===== config.mk =====
export PLATFORM = sky130hd
export DESIGN_NAME = mux_rd_seq
export DESIGN_NICKNAME = d
export VERILOG_FILES = /design/src/rtl/mrs_pkg.sv /design/src/rtl/mrs_ctl_reg.sv /design/src/rtl/mrs_fsm.sv /design/src/rtl/mrs_pads.sv /design/src/rtl/mux_rd_seq.sv
export SDC_FILE = /design/constraint.sdc
export NUM_CORES = 1
export LEC_CHECK = 0
export BUFFER_PORTS_ARGS = -buffer_cell sky130_fd_sc_hd__buf_2
export CAP_MARGIN = 0
export CORE_UTILIZATION = 53
export DETAILED_ROUTE_END_ITERATION = 6
export PLACE_DENSITY = 0.83
export SLEW_MARGIN = 20
export SYNTH_ARGS = -nofsm -noshare
export SYNTH_HDL_FRONTEND = slang
export SYNTH_SLANG_ARGS = --single-unit

===== constraint.sdc =====
create_clock -name clk -period 5.8 [get_ports clk]
set_clock_uncertainty 0.2 [all_clocks]
set_input_delay 0.87 -clock clk [delete_from_list [all_inputs] [get_ports clk]]
set_output_delay 0.87 -clock clk [all_outputs]
set_load 0.05 [all_outputs]

===== src/rtl/mrs_pkg.sv =====
// Package: shared widths, sequencer state encoding and control register layout.
// Assumes one sequencer clock equals one peripheral clock.
package mrs_pkg;
    localparam int ADDR_W    = 16;
    localparam int DATA_W    = 8;
    localparam int DUR_W     = 5;
    localparam int ALE_CYC   = 2;
    localparam int FLASH_CYC = 7;
    localparam int CNT_W     = (DUR_W > $clog2(FLASH_CYC + 1)) ? DUR_W : $clog2(FLASH_CYC + 1);

    typedef enum logic [2:0] {
        ST_IDLE,
        ST_ALE,
        ST_AHOLD,
        ST_TURN,
        ST_READ,
        ST_POST,
        ST_HOLD,
        ST_RECOV
    } seq_state_t;

    // Bit 7 strobe polarity, bit 6 flash recovery, bit 5 hold, bits 4..0 width.
    typedef struct packed {
        logic             ale_low;
        logic             flash;
        logic             hold;
        logic [DUR_W-1:0] dur;
    } seq_cfg_t;
endpackage


===== src/rtl/mrs_ctl_reg.sv =====
// Control register: holds the timing setup. Takes writes only while the
// sequencer is idle, so the settings stay fixed for a whole transfer.
// Assumes busy is high for every non-idle state.
module mrs_ctl_reg
    import mrs_pkg::*;
(
    input  logic     clk,
    input  logic     rst_n,
    input  logic     we,
    input  logic [$bits(seq_cfg_t)-1:0] wdata,
    input  logic     busy,
    output seq_cfg_t cfg
);
    // Register update: reset to zero (active-high strobe, width 1), idle writes only.
    always_ff @(posedge clk) begin
        if (!rst_n) begin
            cfg <= '0;
        end else if (we && !busy) begin
            cfg <= seq_cfg_t'(wdata);
        end
    end

    AST_CFG_FROZEN: assert property (@(posedge clk) disable iff (!rst_n)
        (we && busy) |=> (cfg == $past(cfg)));
endmodule


===== src/rtl/mrs_fsm.sv =====
// Sequencer control: walks through latch, address hold, turnaround, read,
// post, optional hold and optional recovery, timing each with one counter.
// Assumes the timing inputs do not change while busy.
module mrs_fsm
    import mrs_pkg::*;
(
    input  logic             clk,
    input  logic             rst_n,
    input  logic             req_valid,
    input  logic [DUR_W-1:0] dur,
    input  logic             hold,
    input  logic             flash,
    output seq_state_t       state,
    output logic             req_ready,
    output logic             read_last
);
    logic [CNT_W-1:0] cnt;

    // Handshake and last-read-cycle flag, decoded from state and counter.
    always_comb begin
        req_ready = (state == ST_IDLE);
        read_last = (state == ST_READ) && (cnt == '0);
    end

    // State and counter update.
    always_ff @(posedge clk) begin
        if (!rst_n) begin
            state <= ST_IDLE;
            cnt   <= '0;
        end else begin
            case (state)
                ST_IDLE: if (req_valid) begin
                    state <= ST_ALE;
                    cnt   <= CNT_W'(ALE_CYC - 1);
                end
                ST_ALE: if (cnt == '0) state <= ST_AHOLD;
                        else cnt <= cnt - 1'b1;
                ST_AHOLD: state <= ST_TURN;
                ST_TURN: begin
                    state <= ST_READ;
                    cnt   <= (dur == '0) ? '0 : CNT_W'(dur - 1'b1);
                end
                ST_READ: if (cnt == '0) state <= ST_POST;
                         else cnt <= cnt - 1'b1;
                ST_POST: if (hold) begin
                    state <= ST_HOLD;
                end else if (flash) begin
                    state <= ST_RECOV;
                    cnt   <= CNT_W'(FLASH_CYC - 1);
                end else begin
                    state <= ST_IDLE;
                end
                ST_HOLD: if (flash) begin
                    state <= ST_RECOV;
                    cnt   <= CNT_W'(FLASH_CYC - 1);
                end else begin
                    state <= ST_IDLE;
                end
                ST_RECOV: if (cnt == '0) state <= ST_IDLE;
                          else cnt <= cnt - 1'b1;
                default: state <= ST_IDLE;
            endcase
        end
    end

    AST_ACCEPT_STARTS_ALE: assert property (@(posedge clk) disable iff (!rst_n)
        (req_valid && req_ready) |=> (state == ST_ALE));
    AST_ALE_TWO_CYCLES: assert property (@(posedge clk) disable iff (!rst_n)
        ($past(state) == ST_ALE && state == ST_AHOLD) |-> ($past(state, 2) == ST_ALE));
    AST_READ_FOLLOWS_TURN: assert property (@(posedge clk) disable iff (!rst_n)
        (state == ST_TURN) |=> (state == ST_READ));
endmodule


===== src/rtl/mrs_pads.sv =====
// Pad-side outputs: latches the address on acceptance, decodes strobes and
// lane enables from the state, and captures the byte on the last read cycle
// (the edge where the read strobe rises). Assumes state comes from mrs_fsm.
module mrs_pads
    import mrs_pkg::*;
(
    input  logic              clk,
    input  logic              rst_n,
    input  logic              accept,
    input  logic [ADDR_W-1:0] req_addr,
    input  seq_state_t        state,
    input  logic              read_last,
    input  logic              ale_low,
    input  logic [DATA_W-1:0] ad_in,
    output logic              ale,
    output logic              rd_n,
    output logic              wr_n,
    output logic [ADDR_W-1:0] ad_out,
    output logic              ad_oe_hi,
    output logic              ad_oe_lo,
    output logic              rsp_valid,
    output logic [DATA_W-1:0] rsp_data
);
    logic [ADDR_W-1:0] addr_q;

    // Address latch taken at request acceptance.
    always_ff @(posedge clk) begin
        if (!rst_n) addr_q <= '0;
        else if (accept) addr_q <= req_addr;
    end

    // Read byte capture at the rising edge of the read strobe.
    always_ff @(posedge clk) begin
        if (!rst_n) rsp_data <= '0;
        else if (read_last) rsp_data <= ad_in;
    end

    // Strobe and lane-enable decode.
    always_comb begin
        ale       = (state == ST_ALE) ^ ale_low;
        rd_n      = (state != ST_READ);
        wr_n      = 1'b1;
        ad_out    = addr_q;
        ad_oe_lo  = (state == ST_ALE) || (state == ST_AHOLD);
        ad_oe_hi  = (state == ST_ALE) || (state == ST_AHOLD) || (state == ST_TURN)
                 || (state == ST_READ) || (state == ST_POST);
        rsp_valid = (state == ST_POST);
    end

    AST_LO_RELEASED: assert property (@(posedge clk) disable iff (!rst_n)
        !rd_n |-> !ad_oe_lo);
    AST_HI_HELD: assert property (@(posedge clk) disable iff (!rst_n)
        $rose(rd_n) |-> ad_oe_hi);
    AST_ADDR_STABLE: assert property (@(posedge clk) disable iff (!rst_n)
        (ad_oe_lo && $past(ad_oe_lo)) |-> $stable(ad_out));
    AST_DONE_PULSE: assert property (@(posedge clk) disable iff (!rst_n)
        rsp_valid |=> !rsp_valid);
endmodule


===== src/rtl/mux_rd_seq.sv =====
// Top: byte read sequencer for a multiplexed 16-bit address/data bus.
// Joins the control register, the sequencer control and the pad decode.
// Assumes the bus tristate is built outside from ad_out and the two enables.
module mux_rd_seq
    import mrs_pkg::*;
(
    input  logic              clk,
    input  logic              rst_n,
    input  logic              cfg_we,
    input  logic [7:0]        cfg_wdata,
    input  logic              req_valid,
    output logic              req_ready,
    input  logic [ADDR_W-1:0] req_addr,
    output logic              rsp_valid,
    output logic [DATA_W-1:0] rsp_data,
    output logic              ale,
    output logic              rd_n,
    output logic              wr_n,
    output logic [ADDR_W-1:0] ad_out,
    output logic              ad_oe_hi,
    output logic              ad_oe_lo,
    input  logic [DATA_W-1:0] ad_in
);
    seq_cfg_t   cfg;
    seq_state_t state;
    logic       read_last;

    mrs_ctl_reg u_ctl (
        .clk   (clk),
        .rst_n (rst_n),
        .we    (cfg_we),
        .wdata (cfg_wdata),
        .busy  (!req_ready),
        .cfg   (cfg)
    );

    mrs_fsm u_fsm (
        .clk       (clk),
        .rst_n     (rst_n),
        .req_valid (req_valid),
        .dur       (cfg.dur),
        .hold      (cfg.hold),
        .flash     (cfg.flash),
        .state     (state),
        .req_ready (req_ready),
        .read_last (read_last)
    );

    mrs_pads u_pads (
        .clk       (clk),
        .rst_n     (rst_n),
        .accept    (req_valid && req_ready),
        .req_addr  (req_addr),
        .state     (state),
        .read_last (read_last),
        .ale_low   (cfg.ale_low),
        .ad_in     (ad_in),
        .ale       (ale),
        .rd_n      (rd_n),
        .wr_n      (wr_n),
        .ad_out    (ad_out),
        .ad_oe_hi  (ad_oe_hi),
        .ad_oe_lo  (ad_oe_lo),
        .rsp_valid (rsp_valid),
        .rsp_data  (rsp_data)
    );

    AST_NO_WRITE: assert property (@(posedge clk) disable iff (!rst_n)
        !req_ready |-> wr_n);
    AST_BUSY_AFTER_ACCEPT: assert property (@(posedge clk) disable iff (!rst_n)
        (req_valid && req_ready) |=> !req_ready);
endmodule


### Yosys cells after proc, flatten, opt, wreduce, memory -nomap -nowiden

Index checks and enable logic that the tools add are counted.

| storage, ports and cells | value |
|---|---|
| bits of input ports | 36 |
| output and inout port bits | 31 |
| flip-flop bits (word level) | 40 |

| operators by class | value |
|---|---|
| add/subtract/negate cells | 2 |
| bitwise logic cells | 1 |
| eq/ne operators | 14 |
| multiplexer cells | 13 |
| reductions and logical operators | 14 |

Operators with widths:

| operator | count |
|---|---|
| 5-bit 2-to-1 mux | 5 |
| 5-bit one-hot mux with 5 select lines | 1 |
| 3-bit one-hot mux with 8 select lines | 1 |
| 3-bit 2-to-1 mux | 6 |
| 3-bit equality test, second input constant | 4 |
| 5-bit logical NOT | 2 |
| 5-bit by 1-bit subtractor with 5-bit output, second input constant | 2 |
| 2-bit != test, second input constant | 4 |
| 4-bit AND reduction | 2 |
| 3-bit by 2-bit equality test with 1-bit output, second input constant | 2 |
| 5-bit nonzero test | 1 |
| 1-bit logical OR | 4 |
| 2-bit by 1-bit != test with 1-bit output, second input constant | 2 |
| 3-bit by 1-bit equality test with 1-bit output, second input constant | 1 |
| 1-bit logical AND | 3 |
| 3-bit logical NOT | 1 |
| 3-bit != test, second input constant | 1 |
| 3-bit OR reduction | 1 |
| 1-bit XOR | 1 |

### Longest topological paths before layout

| logic depth | value |
|---|---|
| depth in word-level cells | 5 |
| gate-level depth with buffers | 7 |
| depth with buffers taken out | 6 |

### Modules after synthesis

Synthesis repeated with hierarchy kept, for this count alone.

| unflattened totals | value |
|---|---|
| cells, all modules | 224 |
| area, all modules | 2109.5 sq um |

By module, submodules not included:

| module | area an instance (sq um) | sequential area each (sq um) | cells each | times used |
|---|---|---|---|---|
| mrs_pads | 984.7 | 480.5 | 87 | 1 |
| mrs_fsm | 784.5 | 160.2 | 99 | 1 |
| mrs_ctl_reg | 330.3 | 160.2 | 36 | 1 |
| mux_rd_seq | 10.0 | 0.0 | 2 | 1 |

### Worst setup path after synthesis

No wires, ideal clock.

| timing | value |
|---|---|
| path kind | register to output |
| start | reg u_fsm.state[2] |
| end | out ad_oe_hi |
| cell stages (with the launch flop) | 4 |
| arrival time | 1684 ps |
| required time | 4730 ps |
| path buffers | 1 |
| setup slack | 3046 ps |
| cell sequence | dfxtp_1 -> buf_2 -> nor3_2 -> a21oi_1 |

| on the way | value |
|---|---|
| cells in the longest elaborated chain, start to end | 5 |
| elaborated cells on any way between the ends | 9 |

Ends and longest elaborated chain:

| element | line | text |
|---|---|---|
| start: declaration | mrs_fsm.sv:13 | `output seq_state_t state,` |
| start signal: assignment | mrs_fsm.sv:28 | `state <= ST_IDLE;` |
| start signal: assignment | mrs_fsm.sv:33 | `state <= ST_ALE;` |
| start signal: assignment | mrs_fsm.sv:36 | `ST_ALE: if (cnt == '0) state <= ST_AHOLD;` |
| 3-bit by 1-bit equality test with 1-bit output / 3-bit by 2-bit equality test with 1-bit output (equally long branches) | mrs_pads.sv:45 | `ad_oe_hi = (state == ST_ALE) \|\| (state == ST_AHOLD) \|\| (state == ST_TURN)` |
| 1-bit logical OR (2 in series) | mrs_pads.sv:45 |  |
| 1-bit logical OR | mrs_pads.sv:46 | `\|\| (state == ST_READ) \|\| (state == ST_POST);` |
| 1-bit logical OR * | mrs_pads.sv:46 |  |
| end: declaration | mux_rd_seq.sv:20 | `output logic ad_oe_hi,` |

Mark *: on every way between the ends. The rest lies on a longest branch, timed or not.

### Worst setup path in the final report

| timing | value |
|---|---|
| start | reg u_fsm.state[0] |
| end | out ale |

| on the way | value |
|---|---|
| cells in the longest elaborated chain, start to end | 2 |

Ends and longest elaborated chain:

| element | line | text |
|---|---|---|
| 3-bit by 1-bit equality test with 1-bit output | mrs_pads.sv:40 | `ale = (state == ST_ALE) ^ ale_low;` |
| 1-bit XOR | mrs_pads.sv:40 |  |
| end: declaration | mux_rd_seq.sv:16 | `output logic ale,` |

Every way passes these cells.

==> metrics <==
Seq cells post-synth 40; Post-Synth Adder-Cell Area under 10%; syn_nets roughly 260; Design Area, Final 2270 sq um; crit path max fanout 15; cell-internal power between 0.6 and 0.7 mW; max_cap viols 0; post-route ant nets 0; Post-synth EDFFs 0; sequential cell area around 800 sq um; antenna diode count 0; drc violations 0; # fillers roughly 330; VDD IR max about 0.28 mV; register area share after synthesis between 40% and 50%; Mapped Area around 1900 sq um; Slew HR between 30% and 40%; distinct cell type count after synthesis 47; CP Launch Type flop; power share of the clock group between 10% and 20%; Layout Nets roughly 320; # setup viols final 0; IO Port Bufs 65; largest family of logic cells by synthesized area simple AND/OR/NAND/NOR gates; status complete, no violations; Root Driver clkbuf_4; ratio of cells with drive above 1 in the final layout 29.2%; vias in the first global route around 1500; RePlAce Congestion between 0.8 and 0.9; Max Fclk around 360 MHz; Most used DFF post-synth dfxtp_1; synth warn 0; Power Density approximately 500 nW/um^2; most frequent cells in the layout buf_2 (65), nand2_1 (56), dfxtp_1 (40); period utilization approximately 48%; first-pass GRT wire length ~6500 microns; Sw Ratio between 40% and 50%; Vias about 1700; TritonCTS clock tree yes; area post-placement 2180 sq um; combinational group share of total power 48.5%; total track usage about a quarter; hpwl dp roughly 3000 microns; post-placement worst setup slack 3150 ps; Mapped Cells 225; XOR/XNOR share of the synthesized area between 2 and 3%; commonest non-fill, non-tap cell in the layout buf_2; Worst setup EP type output pin; Reg2Reg Depth 4; Async SR Flop Fraction 0%; chip width between 60 and 70 microns; NetSw roughly 0.51 mW; Vias/cell 5.28; Area growth syn-to-layout 22.0%; Clock Latency Late Sink 350 ps; Hold Crit Class reg2reg; setup_tns 0 ps; placed cell count around 320; Hold Buf Count CTS 0; Arrival @ worst endpoint roughly 1700 ps; CTS Buf Count 5; Core Area between 3000 and 4000 sq um; Setup CP Type reg2out; Tightest Pin Transition 899 ps; initial antenna violation count 0; Initial DRT Pass Iterations 4; RSZ-0062 raised after global routing no; IO Count 67; cts repair resizes 0; clock sinks 40; post-CTS setup buffers 0; Worst Path Required approximately 4700 ps; drt first-iter violations between 100 and 150; post-synthesis compound-gate area fraction a little under a fifth; GRT overflow 0; minimum hold slack approximately 260 ps; Period minus WS final 2790 ps; H-tree Lvls 2; DRT Wirelength approximately 4200 microns; largest net degree at the start of global routing 35; WL per Instance 12.7 microns; Seq pwr share approximately 34%; initial core utilization between 50% and 60%; Reg clk slew, reported paths roughly 120 ps; Leakage around 1.0 nW; Slew Limit Fails 0; FP Rows 21; hold path depth 2; Multi-input gate area between 900 and 1000 sq um; Finished Layout Cells 330; Die ar. approximately 3800 sq um; Die Ht between 60 and 70 microns; final hold viol count 0; Post-Synth Simple-Gate Area between 20 and 25%; final setup margin 3010 ps; clk buf depth 2; mux cell area share after synthesis 5.38%; syn_area_per_cell just over 8 sq um
## final cells by class
class,count,area share (%)
multi-input combinational,163,42.6
timing repair buffer,65,14.3
tap,46,2.53
sequential,40,35.3
clock inverter,2,1.71
clock buffer,6,2.26
inverter,8,1.32
## critical path, stage by stage (launching register included)
cell and delay [ps]:
dfxtp_1 620, nor3b_2 310, xor2_1 170, buf_2 280
## Yosys cell counts, types with 3 or more instances
cell / n / area share, %
dfxtp_1: 40 / 43
inv_1: 7 / 1.4
a21oi_1: 30 / 8.1
o21ai_0: 8 / 2.2
clkbuf_1: 6 / 1.2
nor2_1: 12 / 2.4
mux2i_1: 10 / 5.4
nand2_1: 56 / 11
nor2b_1: 3 / 1.0
xnor2_1: 5 / 2.4
nor3_1: 4 / 1.1
buf_2: 5 / 1.3
## state kept, by name (all words and copies together) (netlist names)
name	flops
u_fsm.state	3
u_pads.ad_out	16
u_pads.rsp_data	8
u_ctl.cfg	8
u_fsm.cnt	5
## layer usage
layer  routed length [microns]  track usage (%)  up-vias
met4                        68             12.0        0
met5                         0                0        -
met1                      1840             27.6      798
met2                      2050             40.7       56
li1                          -                -      882
met3                       243             7.14        7
## stage by stage
stage / util, % / power [mW]
floorplan: - / 0.833
global placement: 64.8 / 0.926
detailed placement: 64.8 / 0.938
CTS: 67.5 / 1.13
global route: 67.5 / 1.20
finish: 67.5 / 1.13
## power by group through the flow
stage	logic [mW]	registers [mW]	clock network, mW
finish	0.549	0.388	0.195
global route	0.592	0.395	0.211
CTS	0.549	0.386	0.200
detailed placement	0.546	0.392	0
global placement	0.535	0.391	0
floorplan	0.397	0.436	0
## logic make-up after synthesis
logic type,Yosys count
mux,10
fa+ha+maj,2
xor+xnor,6
simple gates,90
buf+inv,22
other cells,1
flops,40
compound gates,54
## worst paths after layout
| kind | to | from | slack, ps |
|---|---|---|---|
| setup / recovery | ale | u_fsm.state[0] | 3010 |
| hold / removal | u_pads.ad_out[15] | u_pads.ad_out[15] | 260 |
| setup reg to reg | u_fsm.cnt[3] | u_fsm.state[1] | 3660 |
| hold reg to reg | u_pads.ad_out[15] | u_pads.ad_out[15] | 260 |
Note: power is estimated with default switching activity, not from simulation.
